[src/rtl/codec_pwr_pkg.sv]
package codec_pwr_pkg;

    typedef enum logic [1:0] {
        PS_DOWN = 2'd0,
        PS_WAKE = 2'd1,
        PS_RUN  = 2'd2
    } pwr_state_e;

    typedef struct packed {
        logic clocked;
        logic level;
    } pin_stat_t;

    function automatic logic pin_forces_down(pin_stat_t s);
        return !s.clocked && s.level;
    endfunction

endpackage

[src/rtl/pin_classifier.sv]
module pin_classifier
    import codec_pwr_pkg::*;
#(
    parameter int EDGE_WIN = 8
) (
    input  logic      clk,
    input  logic      rst,
    input  logic      pin,
    output pin_stat_t stat
);
    localparam int WW = $clog2(EDGE_WIN + 1);
    localparam logic [WW-1:0] WLAST = WW'(EDGE_WIN - 1);

    logic          pin_d;
    logic [WW-1:0] win_cnt;
    logic          edge_seen;

    assign edge_seen = pin ^ pin_d;

    always_ff @(posedge clk) begin
        if (rst) begin
            pin_d   <= 1'b0;
            win_cnt <= '0;
            stat    <= '{clocked: 1'b0, level: 1'b0};
        end else begin
            pin_d <= pin;
            if (edge_seen) begin
                win_cnt      <= '0;
                stat.clocked <= 1'b1;
            end else if (win_cnt == WLAST) begin
                win_cnt      <= '0;
                stat.clocked <= 1'b0;
                stat.level   <= pin_d;
            end else begin
                win_cnt <= win_cnt + 1'b1;
            end
        end
    end

    AST_EDGE_MARKS_CLOCK: assert property (@(posedge clk) disable iff (rst)
        edge_seen |=> stat.clocked);
endmodule

[src/rtl/fs_watch.sv]
module fs_watch #(
    parameter int TMO_TICKS = 256
) (
    input  logic clk,
    input  logic rst,
    input  logic run,
    input  logic fs_tx,
    input  logic fs_rx,
    input  logic tick,
    output logic fs_rise,
    output logic timeout
);
    localparam int CW = $clog2(TMO_TICKS);
    localparam logic [CW-1:0] CLAST = CW'(TMO_TICKS - 1);

    logic          tx_d, rx_d;
    logic [CW-1:0] cnt;

    assign fs_rise = (fs_tx & ~tx_d) | (fs_rx & ~rx_d);
    assign timeout = run && tick && !fs_rise && (cnt == CLAST);

    always_ff @(posedge clk) begin
        if (rst) begin
            tx_d <= 1'b0;
            rx_d <= 1'b0;
            cnt  <= '0;
        end else begin
            tx_d <= fs_tx;
            rx_d <= fs_rx;
            if (fs_rise || !run)
                cnt <= '0;
            else if (tick)
                cnt <= (cnt == CLAST) ? '0 : cnt + 1'b1;
        end
    end

    AST_RISE_CLEARS_COUNT: assert property (@(posedge clk) disable iff (rst)
        fs_rise |=> cnt == '0);
    AST_IDLE_COUNT_ZERO: assert property (@(posedge clk) disable iff (rst)
        !run |=> cnt == '0);
endmodule

[src/rtl/pwr_fsm.sv]
module pwr_fsm
    import codec_pwr_pkg::*;
(
    input  logic       clk,
    input  logic       rst,
    input  logic       force_down,
    input  logic       fs_rise,
    input  logic       timeout,
    output pwr_state_e state
);
    pwr_state_e nxt;

    always_comb begin
        nxt = state;
        unique case (state)
            PS_DOWN: if (fs_rise && !force_down) nxt = PS_WAKE;
            PS_WAKE: if (force_down || timeout) nxt = PS_DOWN;
                     else if (fs_rise)          nxt = PS_RUN;
            PS_RUN:  if (force_down || timeout) nxt = PS_DOWN;
            default: nxt = PS_DOWN;
        endcase
    end

    always_ff @(posedge clk) begin
        if (rst) state <= PS_DOWN;
        else     state <= nxt;
    end

    AST_FORCE_HOLDS_DOWN: assert property (@(posedge clk) disable iff (rst)
        force_down |=> state == PS_DOWN);
    AST_STAY_DOWN_NO_FS: assert property (@(posedge clk) disable iff (rst)
        (state == PS_DOWN && !fs_rise) |=> state == PS_DOWN);
    AST_RUN_NEEDS_SECOND: assert property (@(posedge clk) disable iff (rst)
        (state == PS_DOWN) |=> state != PS_RUN);
    AST_TIMEOUT_DOWN: assert property (@(posedge clk) disable iff (rst)
        timeout |=> state == PS_DOWN);
endmodule

[src/rtl/codec_pwr_seq.sv]
module codec_pwr_seq
    import codec_pwr_pkg::*;
#(
    parameter int EDGE_WIN  = 8,
    parameter int TMO_TICKS = 256
) (
    input  logic clk,
    input  logic rst,
    input  logic mclk_pd,
    input  logic fs_tx,
    input  logic fs_rx,
    input  logic tick,
    output logic active,
    output logic fdet_rst,
    output logic pcm_oe,
    output logic aout_oe
);
    pin_stat_t  pstat;
    pwr_state_e state;
    logic       fs_rise, timeout, run;

    assign run = (state != PS_DOWN);

    pin_classifier #(.EDGE_WIN(EDGE_WIN)) u_pin (
        .clk(clk), .rst(rst), .pin(mclk_pd), .stat(pstat)
    );

    fs_watch #(.TMO_TICKS(TMO_TICKS)) u_fs (
        .clk(clk), .rst(rst), .run(run), .fs_tx(fs_tx), .fs_rx(fs_rx),
        .tick(tick), .fs_rise(fs_rise), .timeout(timeout)
    );

    pwr_fsm u_fsm (
        .clk(clk), .rst(rst), .force_down(pin_forces_down(pstat)),
        .fs_rise(fs_rise), .timeout(timeout), .state(state)
    );

    assign active   = run;
    assign aout_oe  = run;
    assign fdet_rst = !run;
    assign pcm_oe   = (state == PS_RUN);

    AST_PCM_ONLY_ACTIVE: assert property (@(posedge clk) disable iff (rst)
        pcm_oe |-> active);
    AST_FDET_WHILE_DOWN: assert property (@(posedge clk) disable iff (rst)
        fdet_rst |-> !pcm_oe && !aout_oe);
endmodule

[config.mk]
export PLATFORM = sky130hd
export DESIGN_NAME = codec_pwr_seq
export DESIGN_NICKNAME = d
export VERILOG_FILES = /design/src/rtl/codec_pwr_pkg.sv /design/src/rtl/pin_classifier.sv /design/src/rtl/fs_watch.sv /design/src/rtl/pwr_fsm.sv /design/src/rtl/codec_pwr_seq.sv
export SDC_FILE = /design/constraint.sdc
export NUM_CORES = 1
export LEC_CHECK = 0
export BUFFER_PORTS_ARGS = -buffer_cell sky130_fd_sc_hd__buf_2
export CAP_MARGIN = 20
export CORE_MARGIN = 10
export CORE_UTILIZATION = 58
export CTS_BUF_LIST = sky130_fd_sc_hd__clkbuf_8
export CTS_CLUSTER_DIAMETER = 50
export DETAILED_ROUTE_END_ITERATION = 10
export GPL_ROUTABILITY_DRIVEN = 0
export GPL_TIMING_DRIVEN = 0
export MAX_ROUTING_LAYER = met4
export PLACE_DENSITY = 0.76
export RECOVER_POWER = 25
export SLEW_MARGIN = 20
export SYNTH_ARGS = -nofsm -noshare
export SYNTH_HDL_FRONTEND = slang
export SYNTH_SLANG_ARGS = --single-unit
[constraint.sdc]
create_clock -name clk -period 1.6 [get_ports clk]
set_clock_uncertainty 0.05 [all_clocks]
set_input_delay 0.16 -clock clk [delete_from_list [all_inputs] [get_ports clk]]
set_output_delay 0.16 -clock clk [all_outputs]
set_load 0.05 [all_outputs]
==> results.toml <==
[cts]
clkTransAtPathRegs_ps = 70
cts_tree = "built"
cts_max_level = 1
cts_root_buf = "clkbuf_8"
cts_buffer_depth = 2
numCtsBuffers = 3
cts_sinks = 19
clk-insertion-delay-late_ps = 260
post_cts_buffers = 0

[floorplan]
fp-row-count = 13
core_um2 = 1330
start_util_pct = 63.2
die-area_um2 = 3380
boundaryPins = 10
dieHeight_um = 58.1
fp.dieW_um = 58.1

[synth]
ys_types = 31
synth_area_leader_cell = "dfxtp_1"
yosysSeqAreaShare_pct = 45.1
synth.area.top_cells = "dfxtp_1, nor2_1, xor2_1, a21oi_1, inv_1"
synth_warnings = 0
syn_nets = 105
syn_area_um2 = 843
async_flop_share_pct = 0
synth_most_common_cell = "dfxtp_1"
ys_ff_latch = 19
synth_top_area_share_pct = 45.1
synth_flop_cell = "dfxtp_1"
avgSynthCellArea_um2 = 8.69
synthCells = 97
synth.top_cells.by_count = "dfxtp_1, nor2_1, a21oi_1, inv_1, nand2_1"
synth_enable_flop_cells = 0

[layout]
syn2layout_area_growth_pct = 13.4
final_cells = 124
fin_nets = 118
multi_input_area_um2 = 429
ff_latch_area_um2 = 380
layout-drive-gt1-share_pct = 19.3
fillers = 110
fin_area_um2 = 956
antenna_cells = 0
final_util_pct = 71.7

[power_and_ir_drop]
power_mw = 1.01
ir_drop_mv = 0.617
p_per_area_nw_per_um2 = 1050
leakage_nw = 0.388

[worst_setup_path]
critPathRequiredTime_ps = 1730
timing.critical_path.from_type = "register"
slowest_delay_ps = 360
critical_path.startpoint = "u_fs.cnt[0]"
crit_fanout = 5
critical_path_class = "reg2reg"
setup.worst_path.end_class = "register"
worstPathCellList = "ha_2, nand4_2, or2_1, or3b_1, a211oi_2"
reg2regPathDepth = 5
cp.arrival_ps = 1630
rr_startpoint = "u_fs.cnt[0]"
cpMaxStageDelayCell = "or3b_1"

[place]
postPlaceCellArea_um2 = 910
place_inst = 120
place.port_buffers = 8
pre_cts_slack_ps = 67.4
dp_hpwl_mm = 1.11

[route]
drt-wirelength-per-cell_um = 11.6
drc = 0
drt-total-wl_mm = 1.44
vias_per_cell = 5.24
final_antenna_net_count = 0
drt_iter0_drc = 6
via_count = 650
firstDrtPassIters = 4

[sta]
fmax_mhz = 665
setup_viol_count_final = 0
worst_slew_pin_slew_ps = 341
slew_viol_final = 0
holdWs_ps = 81.5
relSlewSlack_pct = 77.2
fin_crit_sh_pct = 94.0
setup_slack_ps = 96.0
tns_ps = 0
final.min_clock_period_ps = 1500
final_hold_viol_count = 0
rsz0062_at_grt = "false"

[status]
status = "complete, no violations"

[global_route]
grt_pass1_wl_mm = 2.44
busiest_layer = "met2"
grtUsageMet3_pct = 3.27
grt_max_degree = 12
grt_usage_pct = 9.41
grt_pass1_vias = 575
grt_use_met2_pct = 14.4
grt_util_met1_pct = 9.73
antenna_found_initial = 0
grt.overflow.total = 0

[min_path]
hold_depth = 3
hp-start = "fs_rx"
min_path_type = "in2reg"

[job]
cap_violations = 0
metal layers:
layer	wire (um)	share of wire, %	vias to the layer above
met3	69	4.8	4
met1	670	47	290
met4	47	3.3	0
met2	650	45	9
met5	0	0	-
li1	-	-	347
what timing repair did:
action	4_1_cts	5_1_grt
setup endpoints to repair	0	1
hold buffers	0	0
gates resized for setup	0	1
kinds of logic (layout without fill, tap and decap cells):
family | after synthesis | in the layout | synth area share [%]
flops | 19 | 19 | 45.1
buf+inv | 10 | 22 | 5.19
xor+xnor | 7 | 7 | 7.27
compound gates | 15 | 15 | 11.7
simple gates | 44 | 44 | 27.7
fa+ha+maj | 2 | 2 | 2.97
cells in the final DEF (no fill, tap or decap), types with 2 or more instances in the layout:
cell / count
xor2_1: 5
a21oi_1: 7
inv_1: 7
dfxtp_1: 19
o21ai_0: 3
nand3_1: 5
buf_2: 8
nand2b_1: 2
xnor2_1: 2
clkbuf_8: 3
clkbuf_1: 2
nand3b_1: 2
nand2_1: 7
nor2_1: 15
path summary, 6_finish.rpt:
kind / slack, ps / end
max: 100 / u_fsm.state[0]
min: 80 / u_fs.rx_d
max reg2reg: 100 / u_fsm.state[0]
min reg2reg: 400 / u_pin.win_cnt[0]
registers in the layout, indices dropped and copies added, names as in the netlist:
register,count
u_fs.cnt,8
u_pin.stat,2
u_fs.tx_d,1
u_fsm.state,2
u_pin.win_cnt,4
u_pin.pin_d,1
u_fs.rx_d,1
layout make-up:
type,instances,area share [%]
flip-flops and latches,19,39.8
clock inverters,1,0.524
plain buffers,3,1.70
repair buffers,8,4.06
well taps,15,1.96
clock buffers,3,4.32
multi-input cells,68,44.9
inverters,7,2.75
critical path, delay by kind of cell, from the launching register on:
kind            cells  cell delay, ps
fa+ha+maj           1             220
flops               1             350
simple gates        3             620
compound gates      1             180
power by group:
group	leakage [nW]	internal, mW	total, mW	switching [mW]
logic	0.207	0.0500	0.168	0.118
registers	0.155	0.491	0.507	0.0161
clock network	0.0255	0.173	0.331	0.158
Note: power is estimated with default switching activity, not from simulation.
